## config.mk

```make
export PLATFORM = sky130hd
export DESIGN_NAME = seuinj_top
export DESIGN_NICKNAME = d
export VERILOG_FILES = /design/src/rtl/seuinj_pkg.sv /design/src/rtl/seuinj_mut.sv /design/src/rtl/seuinj_dp.sv /design/src/rtl/seuinj_ctl.sv /design/src/rtl/seuinj_top.sv
export SDC_FILE = /design/constraint.sdc
export NUM_CORES = 1
export LEC_CHECK = 0
export ABC_AREA = 1
export CAP_MARGIN = 10
export CORE_UTILIZATION = 29
export CTS_BUF_LIST = sky130_fd_sc_hd__clkbuf_4 sky130_fd_sc_hd__clkbuf_8 sky130_fd_sc_hd__clkbuf_16
export CTS_CLUSTER_SIZE = 8
export DETAILED_ROUTE_END_ITERATION = 16
export DONT_BUFFER_PORTS = 1
export GPL_TIMING_DRIVEN = 0
export PLACE_DENSITY = 0.45
export SLEW_MARGIN = 20
export SYNTH_ARGS = -nofsm -noshare
export SYNTH_HDL_FRONTEND = slang
export SYNTH_SLANG_ARGS = --single-unit
```

## constraint.sdc

```tcl
create_clock -name clk -period 6.6 [get_ports clk]
set_clock_uncertainty 0.15 [all_clocks]
set_input_delay 1.65 -clock clk [delete_from_list [all_inputs] [get_ports clk]]
set_output_delay 1.65 -clock clk [all_outputs]
set_load 0.02 [all_outputs]
```

## src/rtl/seuinj_pkg.sv

```systemverilog
package seuinj_pkg;

  typedef enum logic [2:0] {
    ST_IDLE,
    ST_RESET,
    ST_RUN_TO_T,
    ST_INJECT,
    ST_OBSERVE,
    ST_HOLD,
    ST_DONE
  } ctlState_e;

  typedef enum logic [1:0] {
    CLS_NONE   = 2'd0,
    CLS_OUTPUT = 2'd1,
    CLS_LATENT = 2'd2,
    CLS_DAMAGE = 2'd3
  } effect_e;

  localparam logic [1:0] MODE_DAMAGE = 2'd0;
  localparam logic [1:0] MODE_OUTPUT = 2'd1;
  localparam logic [1:0] MODE_LATENT = 2'd2;

  // strobes from control to datapath, one cycle each
  typedef struct packed {
    logic load;    // latch config, clear counters and status
    logic mutRst;  // clear both copies
    logic adv;     // apply current vector to both copies
    logic flip;    // invert the selected bit in the faulty copy
    logic obs;     // compare outputs this cycle
    logic finish;  // latch the effect class
  } dpStrobe_t;

endpackage

```

## src/rtl/seuinj_mut.sv

```systemverilog
module seuinj_mut #(
  parameter int DW = 8
) (
  input  logic              clk,
  input  logic              rstN,
  input  logic              syncClr,
  input  logic              adv,
  input  logic              flip,
  input  logic [2*DW-1:0]   flipMask,
  input  logic [DW:0]       vec,
  output logic [2*DW-1:0]   stateQ,
  output logic [DW-1:0]     outQ
);

  logic [DW-1:0] accQ;
  logic [DW-1:0] holdQ;

  always_ff @(posedge clk or negedge rstN) begin
    if (!rstN) begin
      accQ  <= '0;
      holdQ <= '0;
    end else if (syncClr) begin
      accQ  <= '0;
      holdQ <= '0;
    end else if (flip) begin
      accQ  <= accQ ^ flipMask[DW-1:0];
      holdQ <= holdQ ^ flipMask[2*DW-1:DW];
    end else if (adv) begin
      accQ <= accQ + vec[DW-1:0];
      if (vec[DW]) holdQ <= vec[DW-1:0];
    end
  end

  assign stateQ = {holdQ, accQ};
  assign outQ   = accQ;

endmodule

```

## src/rtl/seuinj_dp.sv

```systemverilog
module seuinj_dp
  import seuinj_pkg::*;
#(
  parameter int DW = 8,
  parameter int CW = 10
) (
  input  logic                        clk,
  input  logic                        rstN,
  input  dpStrobe_t                   stb,
  input  logic [CW-1:0]               cfgInjCycle,
  input  logic [$clog2(2*DW)-1:0]     cfgLoc,
  input  logic [1:0]                  cfgMode,
  input  logic                        cfgHalt,
  input  logic [CW-1:0]               cfgNumVec,
  input  logic [DW:0]                 vecData,
  output logic [CW-1:0]               vecAddr,
  output logic                        atT,
  output logic                        atEnd,
  output logic                        outMis,
  output logic [1:0]                  modeQ,
  output logic                        haltQ,
  output logic [1:0]                  clsOut,
  output logic                        misSeenOut,
  output logic [CW-1:0]               firstMisOut,
  output logic [2*DW-1:0]             refState,
  output logic [2*DW-1:0]             faultState,
  output logic [2*DW-1:0]             diffState,
  output logic [$clog2(2*DW+1)-1:0]   diffCount,
  output logic [DW-1:0]               refOut,
  output logic [DW-1:0]               faultOut
);

  localparam int SW  = 2 * DW;
  localparam int LW  = $clog2(SW);
  localparam int DCW = $clog2(SW + 1);
  localparam int NCOPY = 2;

  logic [CW-1:0] tQ;
  logic [CW-1:0] nQ;
  logic [LW-1:0] locQ;
  logic [CW-1:0] cntQ;
  logic          misSeenQ;
  logic [CW-1:0] firstMisQ;
  effect_e       clsQ;
  effect_e       clsNxt;
  logic [SW-1:0] flipMask;
  logic [SW-1:0] stArr  [NCOPY];
  logic [DW-1:0] outArr [NCOPY];
  logic          stateDiff;
  logic          misAny;

  // one-hot flip mask at the latched location
  for (genvar b = 0; b < SW; b++) begin : g_mask
    assign flipMask[b] = (locQ == LW'(b));
  end

  // copy 0 is the reference, copy 1 takes the flip
  for (genvar g = 0; g < NCOPY; g++) begin : g_copy
    seuinj_mut #(.DW(DW)) i_mut (
      .clk     (clk),
      .rstN    (rstN),
      .syncClr (stb.mutRst),
      .adv     (stb.adv),
      .flip    (stb.flip && (g == 1)),
      .flipMask(flipMask),
      .vec     (vecData),
      .stateQ  (stArr[g]),
      .outQ    (outArr[g])
    );
  end

  assign refState   = stArr[0];
  assign faultState = stArr[1];
  assign refOut     = outArr[0];
  assign faultOut   = outArr[1];
  assign diffState  = stArr[0] ^ stArr[1];
  assign stateDiff  = |diffState;
  assign outMis     = (outArr[0] != outArr[1]);
  assign misAny     = misSeenQ | outMis;

  always_comb begin
    diffCount = '0;
    for (int i = 0; i < SW; i++) diffCount = diffCount + DCW'(diffState[i]);
  end

  always_comb begin
    case (modeQ)
      MODE_OUTPUT: clsNxt = misAny ? CLS_OUTPUT : CLS_NONE;
      MODE_LATENT: clsNxt = misAny ? CLS_OUTPUT : (stateDiff ? CLS_LATENT : CLS_NONE);
      default:     clsNxt = stateDiff ? CLS_DAMAGE : CLS_NONE;
    endcase
  end

  always_ff @(posedge clk or negedge rstN) begin
    if (!rstN) begin
      tQ        <= '0;
      nQ        <= '0;
      locQ      <= '0;
      modeQ     <= MODE_DAMAGE;
      haltQ     <= 1'b0;
      cntQ      <= '0;
      misSeenQ  <= 1'b0;
      firstMisQ <= '0;
      clsQ      <= CLS_NONE;
    end else if (stb.load) begin
      tQ        <= cfgInjCycle;
      nQ        <= cfgNumVec;
      locQ      <= cfgLoc;
      modeQ     <= cfgMode;
      haltQ     <= cfgHalt;
      cntQ      <= '0;
      misSeenQ  <= 1'b0;
      firstMisQ <= '0;
      clsQ      <= CLS_NONE;
    end else begin
      if (stb.adv) cntQ <= cntQ + CW'(1);
      if (stb.obs && outMis && !misSeenQ) begin
        misSeenQ  <= 1'b1;
        firstMisQ <= cntQ;
      end
      if (stb.finish) clsQ <= clsNxt;
    end
  end

  assign vecAddr     = cntQ;
  assign atEnd       = (cntQ == nQ);
  assign atT         = (cntQ == tQ) || atEnd;
  assign clsOut      = clsQ;
  assign misSeenOut  = misSeenQ;
  assign firstMisOut = firstMisQ;

endmodule

```

## src/rtl/seuinj_ctl.sv

```systemverilog
module seuinj_ctl
  import seuinj_pkg::*;
(
  input  logic      clk,
  input  logic      rstN,
  input  logic      cmdStart,
  input  logic      cmdStep,
  input  logic      cmdResume,
  input  logic      atT,
  input  logic      atEnd,
  input  logic      outMis,
  input  logic [1:0] modeQ,
  input  logic      haltQ,
  output dpStrobe_t stb,
  output logic      injected,
  output logic      hold,
  output logic      done
);

  ctlState_e stQ, stNxt;
  logic      injQ, injNxt;
  logic      stopNow;

  // an observed cycle ends the run on an output hit in output mode or at stream end
  assign stopNow = (outMis && (modeQ == MODE_OUTPUT)) || atEnd;

  always_comb begin
    stb    = '0;
    stNxt  = stQ;
    injNxt = injQ;
    case (stQ)
      ST_IDLE, ST_DONE: begin
        if (cmdStart) begin
          stb.load = 1'b1;
          stNxt    = ST_RESET;
        end
      end
      ST_RESET: begin
        stb.mutRst = 1'b1;
        injNxt     = 1'b0;
        stNxt      = ST_RUN_TO_T;
      end
      ST_RUN_TO_T: begin
        if (atT) stNxt = haltQ ? ST_HOLD : ST_INJECT;
        else     stb.adv = 1'b1;
      end
      ST_INJECT: begin
        stb.flip = 1'b1;
        injNxt   = 1'b1;
        stNxt    = ST_OBSERVE;
      end
      ST_OBSERVE: begin
        stb.obs = 1'b1;
        if (stopNow) begin
          stb.finish = 1'b1;
          stNxt      = ST_DONE;
        end else begin
          stb.adv = 1'b1;
        end
      end
      ST_HOLD: begin
        if (cmdStep) begin
          if (!injQ) begin
            stb.flip = 1'b1;
            injNxt   = 1'b1;
          end else begin
            stb.obs = 1'b1;
            if (stopNow) begin
              stb.finish = 1'b1;
              stNxt      = ST_DONE;
            end else begin
              stb.adv = 1'b1;
            end
          end
        end else if (cmdResume) begin
          stNxt = injQ ? ST_OBSERVE : ST_INJECT;
        end
      end
      default: stNxt = ST_IDLE;
    endcase
  end

  always_ff @(posedge clk or negedge rstN) begin
    if (!rstN) begin
      stQ  <= ST_IDLE;
      injQ <= 1'b0;
    end else begin
      stQ  <= stNxt;
      injQ <= injNxt;
    end
  end

  assign injected = injQ;
  assign hold     = (stQ == ST_HOLD);
  assign done     = (stQ == ST_DONE);

endmodule

```

## src/rtl/seuinj_top.sv

```systemverilog
module seuinj_top
  import seuinj_pkg::*;
#(
  parameter int DW = 8,
  parameter int CW = 10
) (
  input  logic                        clk,
  input  logic                        rstN,
  input  logic                        cmdStart,
  input  logic                        cmdStep,
  input  logic                        cmdResume,
  input  logic [CW-1:0]               cfgInjCycle,
  input  logic [$clog2(2*DW)-1:0]     cfgLoc,
  input  logic [1:0]                  cfgMode,
  input  logic                        cfgHalt,
  input  logic [CW-1:0]               cfgNumVec,
  output logic [CW-1:0]               vecAddr,
  input  logic [DW:0]                 vecData,
  output logic                        stsDone,
  output logic                        stsHold,
  output logic                        stsInjected,
  output logic [1:0]                  stsClass,
  output logic                        stsMisSeen,
  output logic [CW-1:0]               stsFirstMis,
  output logic [2*DW-1:0]             refState,
  output logic [2*DW-1:0]             faultState,
  output logic [2*DW-1:0]             diffState,
  output logic [$clog2(2*DW+1)-1:0]   diffCount,
  output logic [DW-1:0]               refOut,
  output logic [DW-1:0]               faultOut
);

  dpStrobe_t  stb;
  logic       atT;
  logic       atEnd;
  logic       outMis;
  logic [1:0] modeQ;
  logic       haltQ;

  seuinj_ctl i_ctl (
    .clk      (clk),
    .rstN     (rstN),
    .cmdStart (cmdStart),
    .cmdStep  (cmdStep),
    .cmdResume(cmdResume),
    .atT      (atT),
    .atEnd    (atEnd),
    .outMis   (outMis),
    .modeQ    (modeQ),
    .haltQ    (haltQ),
    .stb      (stb),
    .injected (stsInjected),
    .hold     (stsHold),
    .done     (stsDone)
  );

  seuinj_dp #(.DW(DW), .CW(CW)) i_dp (
    .clk        (clk),
    .rstN       (rstN),
    .stb        (stb),
    .cfgInjCycle(cfgInjCycle),
    .cfgLoc     (cfgLoc),
    .cfgMode    (cfgMode),
    .cfgHalt    (cfgHalt),
    .cfgNumVec  (cfgNumVec),
    .vecData    (vecData),
    .vecAddr    (vecAddr),
    .atT        (atT),
    .atEnd      (atEnd),
    .outMis     (outMis),
    .modeQ      (modeQ),
    .haltQ      (haltQ),
    .clsOut     (stsClass),
    .misSeenOut (stsMisSeen),
    .firstMisOut(stsFirstMis),
    .refState   (refState),
    .faultState (faultState),
    .diffState  (diffState),
    .diffCount  (diffCount),
    .refOut     (refOut),
    .faultOut   (faultOut)
  );

endmodule

```

==> impl_metrics.json <==
{
  "grt_pass1_wl_mm": 29.0,
  "wire_per_inst_um": 16.5,
  "ys_seq_elements": 86,
  "ys_seq_area_share_pct": 35.4,
  "totalWireLength_mm": 18.1,
  "ys_types": 44,
  "drt_iter0_markers": 289,
  "clockBufferDepth": 2,
  "fp.dieArea_mm2": 0.0215,
  "initial_core_util_pct": 29.8,
  "finalMaxSlewViolations": 0,
  "portBuffers": 0,
  "clk-insertion-delay-late_ns": 0.35,
  "core_area_mm2": 0.0204,
  "crit_slowest_cell": "dfrtp_2",
  "synth_fp_nets": 884,
  "root_buffer": "clkbuf_16",
  "cp-end-kind": "output pin",
  "crit_arrival_ns": 4.73,
  "ys_warn_count": 0,
  "synth_top_area_share_pct": 35.4,
  "grtUsageTotal_pct": 17.6,
  "drt-vias-per-instance": 4.61,
  "crit_chain": "xor2_4 -> inv_1 -> ha_1 -> inv_1 -> fa_1 -> inv_2 -> fa_1 -> inv_2 -> fa_1 -> fa_1 -> fa_2 -> fa_2 -> xnor2_4",
  "vias": 5044,
  "min_period_ns": 6.53,
  "grt-ovfl-total": 0,
  "max_cap_viol_count": 0,
  "fin_cells": 1093,
  "avgSynthCellArea_um2": 7.53,
  "dp_hpwl_mm": 14.0,
  "cts_buffers": 9,
  "finalCritPeriodShare_pct": 98.9,
  "async_flop_share_pct": 100,
  "die_h_um": 147,
  "design_area_mm2": 0.00678,
  "die-width_um": 147,
  "firstDrtPassIters": 4,
  "antennaDiodeCount": 0,
  "max_slew_margin_pct": 49.4,
  "fmax_ghz": 0.153,
  "status": "complete, no violations",
  "cts_tree": "built",
  "hold_viol": 0,
  "setup_viol_count_final": 0,
  "drive_above_1_share_pct": 12.2,
  "dpl_cell_area_mm2": 0.00641,
  "cts.sinks": 86,
  "worst_pin_slew_ns": 0.753,
  "synth_edf_count": 0,
  "yosys.area.top_type": "dfrtp_1",
  "nets": 895,
  "cp_max_fo": 6,
  "yosys-top-cells-area": "dfrtp_1 35%, nand2_1 16%, nand3_1 5.6%",
  "gp_congestion": 0.842,
  "synth_top_flop_cell": "dfrtp_1",
  "antenna_found_initial": 0,
  "slowest_delay_ns": 0.57,
  "area_delta_synth_final_pct": 11.6,
  "worst_setup_path_start_kind": "register",
  "ant_nets": 0,
  "place_ws_ns": -0.381,
  "num_rows": 52,
  "placedCellCount": 1077,
  "fillers": 2220,
  "critPathMostFrequentCell": "fa_1",
  "ctsHtreeMaxLevel": 3,
  "min_path_type": "register to register",
  "syn_inst": 807,
  "drc": 0,
  "setup_slack_ns": 0.0707,
  "grt_pass1_vias": 4988,
  "worstSetupPathType": "register to output pin",
  "syn_area_mm2": 0.00608,
  "worstPathRequired_ns": 4.80,
  "rsz0062_at_grt": "yes",
  "grt_max_degree": 87,
  "ioPinCount": 136,
  "path_clk_slew_ns": 0.07
}
[state kept, by name (all words and copies together) (netlist names)]
register and count:
i_dp.g_copy.i_mut.holdQ 16, i_dp.g_copy.i_mut.outQ 16, i_dp.firstMisOut 10, i_dp.nQ 10, i_dp.tQ 10, i_dp.vecAddr 10
i_dp.locQ 4, i_ctl.stQ 3, i_dp.clsOut 2, i_dp.modeQ 2, i_ctl.injected 1, i_dp.haltQ 1
i_dp.misSeenOut 1
[final timing paths]
check                                                          from                                  endpoint  slack (ns)  depth (start not counted)
min reg2reg                                  i_dp.tQ[4]$_DFFE_PN0P_                    i_dp.tQ[4]$_DFFE_PN0P_        0.35                          2
min                                          i_dp.tQ[4]$_DFFE_PN0P_                    i_dp.tQ[4]$_DFFE_PN0P_        0.35                          2
max reg2reg                i_dp.g_copy[1].i_mut.outQ[7]$_DFFE_PN0P_  i_dp.g_copy[0].i_mut.outQ[2]$_DFFE_PN0P_        4.11                          9
max in group asynchronous                                      rstN                    i_dp.tQ[1]$_DFFE_PN0P_        5.30                          0
max                        i_dp.g_copy[1].i_mut.outQ[0]$_DFFE_PN0P_                              diffCount[2]        0.07                         13
min in group asynchronous                                      rstN                i_dp.clsOut[0]$_DFFE_PN0P_        0.85                          0
[Yosys cell counts, drive strengths merged (5+ instances only)]
cell and n:
nand2 264, inv 98, dfrtp 86, nand3 75, o21ai 47, nor2 41, buf 33, xnor2 27
xor2 25, ha 24, a21oi 21, fa 12, nor3 11, nand4 10, clkbuf 9, or2 8
nand3b 5
[timing repair]
item                                    CTS  global route
endpoints found under the setup margin    4             4
pin swaps                                 5             1
gates resized for setup                  17             4
setup buffers                             0             0
hold buffers                              0             0
[worst max-delay path: cells and delay by family, from the launching register on]
family	cells	cell delay [ns]
buffers and inverters	4	0.22
xor gates and xnor gates	2	0.51
DFF	1	0.57
adders and majority gates	7	3.10
[routing by layer]
layer	routed length, um	GRT usage, %	up-vias
met2	7910	27.0	115
met3	935	3.60	18
met1	8910	24.9	2345
li1	-	-	2566
met4	297	4.64	0
met5	0	0	-
[through the flow]
step	setup TNS (ns)	hold WS (ns)	utilization [%]
final	0	0.349	33.3
after global routing	-0.221	0.372	33.3
after CTS	-0.00338	0.355	33.2
after detailed placement	-0.712	0.335	31.5
after global placement	-0.585	0.333	31.5
after floorplan	0	0.300	-
[cell type report]
cell class / count / area (um2) / area share (%)
Clock buffer: 10 / 233 / 3.43
Tap cell: 270 / 338 / 4.98
Clock inverter: 6 / 43.8 / 0.646
Sequential cell: 86 / 2160 / 31.9
Buffer: 42 / 267 / 3.93
Inverter: 98 / 368 / 5.43
Multi-Input combinational cell: 581 / 3370 / 49.7
[layout by cell type, fill, tap and decap left out, types with 6 or more instances in the layout]
master / count
nand4_1: 10
buf_4: 19
a21oi_1: 21
fa_1: 10
nand3_1: 68
clkbuf_16: 9
buf_2: 11
dfrtp_1: 82
o21ai_1: 6
inv_1: 87
o21ai_0: 38
nor2_1: 36
nand3_2: 6
ha_1: 24
nand2_1: 257
xor2_1: 21
clkbuf_1: 8
nor3_1: 11
xnor2_1: 26
inv_2: 11
[kinds of logic (layout without fill, tap and decap cells)]
family	count (synthesis)	after routing	share of synthesized area, %
and+or+nand+nor	416	416	30.6
buffers and inverters	140	156	10.4
DFF	86	86	35.4
AOI/OAI and AO/OA	77	77	7.04
xor gates and xnor gates	52	52	7.62
adders and majority gates	36	36	8.90
Power is left out: the tool's default activity adds up to more than one toggle a clock period on the data nets, which glitch-free logic cannot reach.
